[src/rtl/mdio_mmd_pkg.sv]
package mdio_mmd_pkg;
    localparam logic [4:0] C22_CTRL_REG      = 5'h0D;
    localparam logic [4:0] C22_ADDR_DATA_REG = 5'h0E;
    localparam logic [1:0] FN_ADDRESS        = 2'b00;
    localparam logic [1:0] FN_DATA           = 2'b01;
    localparam logic [1:0] ST_CODE           = 2'b01;
    localparam logic [1:0] OPC_WRITE         = 2'b01;
    localparam logic [1:0] OPC_READ          = 2'b10;
    localparam logic [1:0] TA_DRIVE          = 2'b10;

    typedef enum logic [1:0] {
        SQ_IDLE,
        SQ_ISSUE,
        SQ_WAIT
    } seq_state_e;

    function automatic logic [15:0] ctrl_word(input logic [1:0] fn, input logic [4:0] dev);
        return {fn, 9'd0, dev};
    endfunction
endpackage

[src/rtl/mdio_clk_div.sv]
module mdio_clk_div #(
    parameter int DIV_W = 8
) (
    input  logic             clk,
    input  logic             rst_n,
    input  logic             en,
    input  logic [DIV_W-1:0] half_cfg,
    output logic             tick
);
    typedef struct packed {
        logic [DIV_W-1:0] cnt;
    } div_st_t;

    div_st_t s_d, s_q;

    always_comb begin
        s_d  = s_q;
        tick = en && (s_q.cnt == half_cfg);
        if (!en || tick) begin
            s_d.cnt = '0;
        end else begin
            s_d.cnt = s_q.cnt + 1'b1;
        end
    end

    always_ff @(posedge clk) begin
        if (!rst_n) begin
            s_q <= '0;
        end else begin
            s_q <= s_d;
        end
    end
endmodule

[src/rtl/mdio_c22_frame.sv]
module mdio_c22_frame
    import mdio_mmd_pkg::*;
#(
    parameter int PRE_LEN = 32,
    parameter int DIV_W   = 8
) (
    input  logic             clk,
    input  logic             rst_n,
    input  logic             start,
    input  logic             rd,
    input  logic [4:0]       phy,
    input  logic [4:0]       regad,
    input  logic [15:0]      wdata,
    input  logic [DIV_W-1:0] half_cfg,
    input  logic             mdio_i,
    output logic             mdc,
    output logic             mdio_o,
    output logic             mdio_oe,
    output logic             done,
    output logic [15:0]      rdata
);
    localparam int FRAME_LEN  = PRE_LEN + 32;
    localparam int IDX_W      = $clog2(FRAME_LEN);
    localparam int TA_START   = PRE_LEN + 14;
    localparam int DATA_START = PRE_LEN + 16;
    localparam logic [IDX_W-1:0] TA_IDX   = TA_START[IDX_W-1:0];
    localparam logic [IDX_W-1:0] DATA_IDX = DATA_START[IDX_W-1:0];
    localparam logic [IDX_W-1:0] LAST_IDX = IDX_W'(FRAME_LEN - 1);

    typedef struct packed {
        logic                 active;
        logic                 mdc;
        logic                 is_rd;
        logic                 dout;
        logic                 oe;
        logic                 done;
        logic [IDX_W-1:0]     idx;
        logic [FRAME_LEN-1:0] shreg;
        logic [15:0]          rsh;
    } frm_st_t;

    frm_st_t s_d, s_q;
    logic    tick;
    logic [FRAME_LEN-1:0] frame_img;

    mdio_clk_div #(.DIV_W(DIV_W)) u_div (
        .clk      (clk),
        .rst_n    (rst_n),
        .en       (s_q.active),
        .half_cfg (half_cfg),
        .tick     (tick)
    );

    always_comb begin
        frame_img = {{PRE_LEN{1'b1}}, ST_CODE, (rd ? OPC_READ : OPC_WRITE),
                     phy, regad, TA_DRIVE, (rd ? 16'd0 : wdata)};
        s_d      = s_q;
        s_d.done = 1'b0;
        if (!s_q.active) begin
            if (start) begin
                s_d.active = 1'b1;
                s_d.mdc    = 1'b0;
                s_d.is_rd  = rd;
                s_d.idx    = '0;
                s_d.shreg  = frame_img;
                s_d.dout   = frame_img[FRAME_LEN-1];
                s_d.oe     = 1'b1;
                s_d.rsh    = '0;
            end
        end else if (tick) begin
            if (!s_q.mdc) begin
                s_d.mdc = 1'b1;
                if (s_q.is_rd && (s_q.idx >= DATA_IDX)) begin
                    s_d.rsh = {s_q.rsh[14:0], mdio_i};
                end
            end else begin
                s_d.mdc = 1'b0;
                if (s_q.idx == LAST_IDX) begin
                    s_d.active = 1'b0;
                    s_d.oe     = 1'b0;
                    s_d.dout   = 1'b1;
                    s_d.done   = 1'b1;
                end else begin
                    s_d.idx   = s_q.idx + 1'b1;
                    s_d.shreg = s_q.shreg << 1;
                    s_d.dout  = s_q.shreg[FRAME_LEN-2];
                    s_d.oe    = !(s_q.is_rd && (s_d.idx >= TA_IDX));
                end
            end
        end
    end

    always_ff @(posedge clk) begin
        if (!rst_n) begin
            s_q      <= '0;
            s_q.dout <= 1'b1;
        end else begin
            s_q <= s_d;
        end
    end

    assign mdc     = s_q.mdc;
    assign mdio_o  = s_q.dout;
    assign mdio_oe = s_q.oe;
    assign done    = s_q.done;
    assign rdata   = s_q.rsh;
endmodule

[src/rtl/mdio_mmd_seq.sv]
module mdio_mmd_seq
    import mdio_mmd_pkg::*;
(
    input  logic        clk,
    input  logic        rst_n,
    input  logic        req,
    input  logic        req_wr,
    input  logic [4:0]  req_phy,
    input  logic [4:0]  req_dev,
    input  logic [15:0] req_reg,
    input  logic [15:0] req_wdata,
    input  logic        m_done,
    input  logic [15:0] m_rdata,
    output logic        m_start,
    output logic        m_rd,
    output logic [4:0]  m_phy,
    output logic [4:0]  m_reg,
    output logic [15:0] m_wdata,
    output logic        busy,
    output logic        done,
    output logic [15:0] rd_data
);
    typedef struct packed {
        seq_state_e  st;
        logic [1:0]  step;
        logic        wr;
        logic [4:0]  phy;
        logic [4:0]  dev;
        logic [15:0] regnum;
        logic [15:0] wdata;
        logic        busy;
        logic        done;
        logic [15:0] rdata;
    } seq_st_t;

    seq_st_t s_d, s_q;

    always_comb begin
        m_phy   = s_q.phy;
        m_start = (s_q.st == SQ_ISSUE);
        m_rd    = 1'b0;
        unique case (s_q.step)
            2'd0: begin
                m_reg   = C22_CTRL_REG;
                m_wdata = ctrl_word(FN_ADDRESS, s_q.dev);
            end
            2'd1: begin
                m_reg   = C22_ADDR_DATA_REG;
                m_wdata = s_q.regnum;
            end
            2'd2: begin
                m_reg   = C22_CTRL_REG;
                m_wdata = ctrl_word(FN_DATA, s_q.dev);
            end
            default: begin
                m_reg   = C22_ADDR_DATA_REG;
                m_wdata = s_q.wdata;
                m_rd    = !s_q.wr;
            end
        endcase

        s_d      = s_q;
        s_d.done = 1'b0;
        unique case (s_q.st)
            SQ_IDLE: begin
                if (req) begin
                    s_d.st     = SQ_ISSUE;
                    s_d.step   = 2'd0;
                    s_d.wr     = req_wr;
                    s_d.phy    = req_phy;
                    s_d.dev    = req_dev;
                    s_d.regnum = req_reg;
                    s_d.wdata  = req_wdata;
                    s_d.busy   = 1'b1;
                end
            end
            SQ_ISSUE: begin
                s_d.st = SQ_WAIT;
            end
            SQ_WAIT: begin
                if (m_done) begin
                    if (s_q.step == 2'd3) begin
                        s_d.st   = SQ_IDLE;
                        s_d.busy = 1'b0;
                        s_d.done = 1'b1;
                        if (!s_q.wr) begin
                            s_d.rdata = m_rdata;
                        end
                    end else begin
                        s_d.step = s_q.step + 2'd1;
                        s_d.st   = SQ_ISSUE;
                    end
                end
            end
            default: s_d.st = SQ_IDLE;
        endcase
    end

    always_ff @(posedge clk) begin
        if (!rst_n) begin
            s_q    <= '0;
            s_q.st <= SQ_IDLE;
        end else begin
            s_q <= s_d;
        end
    end

    assign busy    = s_q.busy;
    assign done    = s_q.done;
    assign rd_data = s_q.rdata;
endmodule

[src/rtl/mdio_mmd_access.sv]
module mdio_mmd_access #(
    parameter int PRE_LEN = 32,
    parameter int DIV_W   = 8
) (
    input  logic             clk,
    input  logic             rst_n,
    input  logic             req,
    input  logic             req_wr,
    input  logic [4:0]       req_phy,
    input  logic [4:0]       req_dev,
    input  logic [15:0]      req_reg,
    input  logic [15:0]      req_wdata,
    input  logic [DIV_W-1:0] mdc_half,
    output logic             busy,
    output logic             done,
    output logic [15:0]      rd_data,
    output logic             mdc,
    output logic             mdio_o,
    output logic             mdio_oe,
    input  logic             mdio_i
);
    logic        m_start, m_rd, m_done;
    logic [4:0]  m_phy, m_reg;
    logic [15:0] m_wdata, m_rdata;

    mdio_mmd_seq u_seq (
        .clk       (clk),
        .rst_n     (rst_n),
        .req       (req),
        .req_wr    (req_wr),
        .req_phy   (req_phy),
        .req_dev   (req_dev),
        .req_reg   (req_reg),
        .req_wdata (req_wdata),
        .m_done    (m_done),
        .m_rdata   (m_rdata),
        .m_start   (m_start),
        .m_rd      (m_rd),
        .m_phy     (m_phy),
        .m_reg     (m_reg),
        .m_wdata   (m_wdata),
        .busy      (busy),
        .done      (done),
        .rd_data   (rd_data)
    );

    mdio_c22_frame #(.PRE_LEN(PRE_LEN), .DIV_W(DIV_W)) u_frm (
        .clk      (clk),
        .rst_n    (rst_n),
        .start    (m_start),
        .rd       (m_rd),
        .phy      (m_phy),
        .regad    (m_reg),
        .wdata    (m_wdata),
        .half_cfg (mdc_half),
        .mdio_i   (mdio_i),
        .mdc      (mdc),
        .mdio_o   (mdio_o),
        .mdio_oe  (mdio_oe),
        .done     (m_done),
        .rdata    (m_rdata)
    );
endmodule

[config.mk]
export PLATFORM = sky130hd
export DESIGN_NAME = mdio_mmd_access
export DESIGN_NICKNAME = d
export VERILOG_FILES = /design/src/rtl/mdio_mmd_pkg.sv /design/src/rtl/mdio_clk_div.sv /design/src/rtl/mdio_c22_frame.sv /design/src/rtl/mdio_mmd_seq.sv /design/src/rtl/mdio_mmd_access.sv
export SDC_FILE = /design/constraint.sdc
export NUM_CORES = 1
export LEC_CHECK = 0
export ABC_AREA = 1
export ABC_CLOCK_PERIOD_IN_PS = 2790
export BUFFER_PORTS_ARGS = -buffer_cell sky130_fd_sc_hd__buf_4
export CORE_ASPECT_RATIO = 0.6
export CORE_MARGIN = 2
export CORE_UTILIZATION = 50
export CTS_CLUSTER_SIZE = 25
export DETAILED_ROUTE_END_ITERATION = 16
export GPL_TIMING_DRIVEN = 0
export PLACE_DENSITY_LB_ADDON = 0.1
export SETUP_SLACK_MARGIN = 0.15
export SLEW_MARGIN = 20
export SYNTH_ARGS = -nofsm -noshare
export SYNTH_HDL_FRONTEND = slang
export SYNTH_SLANG_ARGS = --single-unit
[constraint.sdc]
create_clock -name clk -period 2.79 [get_ports clk]
set_clock_uncertainty 0.2 [all_clocks]
set_input_delay 0.279 -clock clk [delete_from_list [all_inputs] [get_ports clk]]
set_output_delay 0.279 -clock clk [all_outputs]
set_load 0.01 [all_outputs]
After elaboration in Yosys (flattened, before gate mapping)
Index checks and enable logic that the tools add are counted.
{ "word_totals": {"out_inout_bits": 21, "word_cells": 101, "ff_bits": 164, "in_bits": 55} }
{ "op_classes": {"mux": 31, "eq_ne": 16, "reduce_logical": 26, "bitwise_logic": 3, "add_sub_neg": 3, "magnitude_cmp": 2} }
{ "ops": {"columns": ["operator", "n"], "rows": [
  ["86-bit 2-to-1 mux", 2],
  ["89-bit 2-to-1 mux", 1],
  ["73-bit 2-to-1 mux", 1],
  ["70-bit 2-to-1 mux", 1],
  ["16-bit 2-to-1 mux", 4],
  ["48-bit 2-to-1 mux", 1],
  ["16-bit one-hot mux with 3 select lines", 1],
  ["18-bit 2-to-1 mux", 2],
  ["4-bit AND reduction", 6],
  ["2-bit 2-to-1 mux", 7],
  ["2-bit != test, second input constant", 7],
  ["6-bit >= comparator, second input constant", 2],
  ["8-bit by 1-bit adder with 8-bit output, second input constant", 1],
  ["8-bit equality test", 1],
  ["2-bit AND reduction", 4],
  ["6-bit by 1-bit adder with 6-bit output, second input constant", 1],
  ["2-bit equality test, second input constant", 3],
  ["6-bit equality test, second input constant", 1],
  ["1-bit 2-to-1 mux", 6],
  ["2-bit one-hot mux with 3 select lines", 1],
  ["3-bit AND reduction", 2],
  ["5-bit 2-to-1 mux", 1],
  ["2-bit by 1-bit equality test with 1-bit output, second input constant", 2],
  ["2-bit zero test", 2],
  ["12 further kinds", 21]
]} }

Logic depth before layout (Yosys ltp)
{ "depth": {"ltp_word": 8, "depth_mapped": 14, "mapped_depth_nobuf": 12} }

By module
A second synthesis with hierarchy kept.
{ "hier_totals": {"hier_cells": 971, "area_unflattened_um2": 7460.9} }
{ "by_module_without_submodules": {"columns": ["module", "area_each_um2", "instances", "cells_per_inst", "seq_area_each_um2"], "rows": [
  ["mdio_c22_frame", 4090.2, 1, 506, 1821.7],
  ["mdio_mmd_seq", 2859.0, 1, 391, 1301.2],
  ["mdio_clk_div", 511.7, 1, 74, 160.2]
]} }

Worst setup path after synthesis
OpenSTA, ideal clock, no wires.
{ "synth_path": {"kind": "reg2reg", "startpoint": "reg u_seq.s_q[61] (netlist name)", "endpoint": "reg u_seq.s_q, in the netlist u_seq.rd_data[10]", "setup_time_ps": 116, "arrival_ps": 1681, "setup_slack_ps": 793, "stages_incl_launch_ff": 11, "n_path_buf": 2, "required_time_ps": 2474, "period_less_slack_ps": 1997, "path_cell_list": "dfxtp_1 ha_1 buf_2 inv_2 nor2_1 inv_1 nor2_1 inv_1 clkbuf_1 nor2_1 nor2_1"} }
{ "synth_via": {"elab_chain_cells": 2} }
{ "synth_lines": {"columns": ["element", "line", "rtl"], "rows": [
  ["from (decl)", "mdio_mmd_seq.sv:36", "seq_st_t s_d, s_q;"],
  ["2-bit equality test", "mdio_mmd_seq.sv:82", "if (s_q.step == 2'd3) begin"],
  ["4-bit AND reduction (no line)", null, null]
]} }
Every way passes these cells.
A chain may end at the register's enable or synchronous reset.

Worst setup path after layout
{ "layout_path": {"startpoint": "reg u_seq.s_q[61] (netlist name)", "endpoint": "reg u_frm.s_q[29] (netlist name)"} }
{ "layout_via": {"elab_chain_cells": 6, "word_cells_on_any_way": 9, "cone_classes": "eq/ne (2); mux (5); reduce/logical (2)"} }
{ "layout_lines": {"columns": ["element", "line", "rtl"], "rows": [
  ["2-bit by 1-bit equality test with 1-bit output (tied with other cells)", "mdio_mmd_seq.sv:42", "unique case (s_q.step)"],
  ["3-bit OR reduction (no line)", null, null],
  ["1-bit 2-to-1 mux", "mdio_mmd_seq.sv:42", null],
  ["16-bit 2-to-1 mux *", "mdio_c22_frame.sv:56", "phy, regad, TA_DRIVE, (rd ? 16'd0 : wdata)};"],
  ["86-bit 2-to-1 mux *", "mdio_c22_frame.sv:60", "if (start) begin"],
  ["86-bit 2-to-1 mux *", "mdio_c22_frame.sv:59", "if (!s_q.active) begin"],
  ["to (decl)", "mdio_c22_frame.sv:42", "frm_st_t s_d, s_q;"]
]} }
Mark *: on every way between the ends. The rest lies on a longest branch, timed or not. The select of a mux whose other input is x is not followed.

==> results.txt <==
hold crit path type: primary input to flop
Tcrit/Tclk final: 87.1%
Most used DFF post-synth: dfxtp_1
Core Region: 15300 µm²
Nets: 1400
first-pass GRT wire length: 34600 µm
largest net degree at the start of global routing: 19
endpoints failing hold: 0
PD cells: 597 nW/µm²
Root Driver: clkbuf_16
Die Footprint: 16700 µm²
sequential-to-total area share from yosys stat: 42.1%
max-cap violations: 0
most frequent cells in the layout: nor2_1, nand2_1, dfxtp_1, o21ai_0, buf_4
number of core rows: 35
CP Class: flop to flop
Switch Pwr: 1.73 mW
Setup-failing EPs final: 0
ANT nets after route: 0
Synth Cell Area: 7810 µm²
CP Buf/Inv Count: 3
Post-Syn Instances: 1201
outcome: completed
Yosys warning total: 0
DP HPWL: 14700 µm
sequential cell area: 3280 µm²
initial antenna violation count: 0
routed via count: 7817
most common cell after layout, fill and taps aside: nor2_1
Netlist cell types: 34
DR vias/cell: 5.03
Max Clk Rate: 0.412 GHz
CP Max Fanout: 10
Max-slew headroom: 56.0%
Routed WL: 21200 µm
area share of the largest cell type after synthesis: 42.1%
total CTS buffers: 17
Post-synth EDFFs: 0
Die Y: 101 µm
Synth-to-Final Area Change: 23.7%
TNS Setup: 0 ns
# DRC: 0
post-CTS setup buffers: 0
critical path cell sequence: ha_1 -> buf_2 -> inv_2 -> nor2_2 -> nor2_2 -> buf_2 -> o21ai_0 -> o22ai_1 -> nor2_1 -> nor2_1
share of cells above drive strength 1: 12.5%
Max Slew Vio Count: 0
LEAKAGE: 4.36 nW
DRT Pass-1 Iters: 5
CP delay by family, top: buffers and inverters
Worst-Skew Late Latency: 0.43 ns
drt wl/cell: 13.6 µm
Worst EP arrival: 2.60 ns
internal power: 4.04 mW
Critical Path Source Type: flop
CTS tree: done
Synth Net Count: 1263
Worst-path clk slew: 0.08 ns
CTS H-tree lvls: 4
gr usage total: 26.6%
Slowest-stage cell, CP: dfxtp_1
fillcell total: 1420
register bit total from synthesis: 164
dpl ws: -0.0734 ns
Worst EP required: 2.96 ns
initial core utilization: 50.9%
multi-input logic area: 3690 µm²
top cell type by total area after synthesis: dfxtp_1
Worst Setup End Kind: flop
Die X: 165 µm
Sink Count: 164
measured slew at the worst slew-check pin: 0.660 ns
I/O pin count: 76
1st-iter DRT viols: 620
Peak supply drop: 0.335 mV
crit-path max cell delay: 0.34 ns
GPL Wtd Cong: 0.907
Avg Cell Area, Syn: 6.50 µm²
top area cells in the synthesized netlist: dfxtp_1, nor2_1, nand2_1
Final WS setup: 0.360 ns
clock period minus worst slack: 2.43 ns
Remaining Overflow, GRT: 0
RSZ-0062 raised after global routing: no
vias in the first global route: 6811
share of power burned in combinational logic: 14.3%
Sw Ratio: 30.0%
PortBufs: 74
Inserted Diodes: 0
WHS: 0.0504 ns
fraction of registers with async set/reset: 0%
CTS max path bufs: 2
Sequential Power Share: 45.3%
clock power share: 40.4%
==> layer usage <==
layer  track usage [%]  routed length (µm)  part of all wire (%)  vias to the layer above
li1                  -                   -                     -                     4013
met1              40.5               10900                    52                     3547
met2              38.1                8400                    40                      233
met3              5.47                1560                   7.4                       24
met4              6.96                 284                   1.3                        0
met5                 0                   0                     0                        -
==> flip-flops by register name, indices dropped and copies added (netlist names) <==
name             cells
u_frm.s_q           71
u_seq.s_q           42
u_frm.rdata         16
u_seq.rd_data       16
u_frm.u_div.s_q      8
u_seq.m_phy          5
u_frm.done           1
u_frm.mdc            1
u_frm.mdio_o         1
u_frm.mdio_oe        1
u_seq.busy           1
u_seq.done           1
==> stage by stage <==
stage | utilization [%] | std cells | area, µm² | power [mW]
global route | 63.0 | 1554 | 9650 | 6.05
global placement | 56.2 | 1478 | 8620 | 3.41
floorplan | - | 1201 | 7810 | 3.17
finish | 63.0 | 1554 | 9650 | 5.77
detailed placement | 56.2 | 1478 | 8620 | 3.42
CTS | 62.9 | 1554 | 9650 | 5.78
==> path summary, 6_finish.rpt <==
kind | start | end | cells past startpoint | slack [ns]
hold reg to reg | u_seq.s_q[27] | u_seq.s_q[27] | 2 | 0.28
setup / recovery | u_seq.s_q[61] | u_frm.s_q[29] | 10 | 0.36
setup reg to reg | u_seq.s_q[61] | u_frm.s_q[29] | 10 | 0.36
hold / removal | rst_n | u_seq.s_q[43] | 3 | 0.05
==> repair_timing <==
action,CTS,global route
setup endpoints to repair,10,19
endpoints found under the hold margin,44,0
hold buffers,44,0
resized for setup,2,4
==> final cells by class <==
cell class                 instances  share of cell area [%]
clock inverter                    15                    1.63
sequential                       164                    34.0
multi-input combinational        844                    38.2
tap                              203                    2.63
buffer                            89                    4.72
timing repair buffer             118                    10.3
clock buffer                      17                    4.41
inverter                         104                    4.04
==> Yosys cell counts, types with 2 or more instances <==
cell / count
nand2_2: 3
ha_1: 7
xnor2_1: 3
xor2_1: 2
buf_1: 3
nand4_1: 7
o22ai_1: 13
o211ai_1: 6
o21ai_0: 113
inv_2: 9
nor3_1: 4
clkbuf_1: 46
buf_6: 2
buf_4: 23
a31oi_1: 2
a21oi_1: 31
nor2_1: 307
o21ai_1: 6
nand3_1: 52
a211oi_1: 3
nor2_4: 2
buf_2: 14
clkinv_1: 4
dfxtp_1: 164
nand2_1: 276
inv_1: 91
==> worst reg2reg max path: cells and delay by family, from the launching register on <==
| kind | cells | cell delay [ns] |
|---|---|---|
| AO/OA/AOI/OAI | 2 | 0.37 |
| adder cells (fa/ha/maj) | 1 | 0.19 |
| buffers and inverters | 3 | 0.70 |
| flip-flops | 1 | 0.34 |
| AND/OR/NAND/NOR | 4 | 0.58 |
==> logic make-up after synthesis <==
logic type | Yosys count | share of synthesized area [%]
buf+inv | 193 | 10.8
fa+ha+maj | 7 | 1.12
xor+xnor | 5 | 0.561
compound gates | 177 | 12.2
simple gates | 655 | 33.2
flops | 164 | 42.1
==> power groups by stage <==
stage	clock network (mW)	registers (mW)	logic (mW)
floorplan	0	2.64	0.537
global placement	0	2.66	0.743
detailed placement	0	2.66	0.757
CTS	2.36	2.61	0.811
global route	2.48	2.63	0.938
finish	2.33	2.61	0.825
Note: power is estimated with default switching activity, not from simulation.
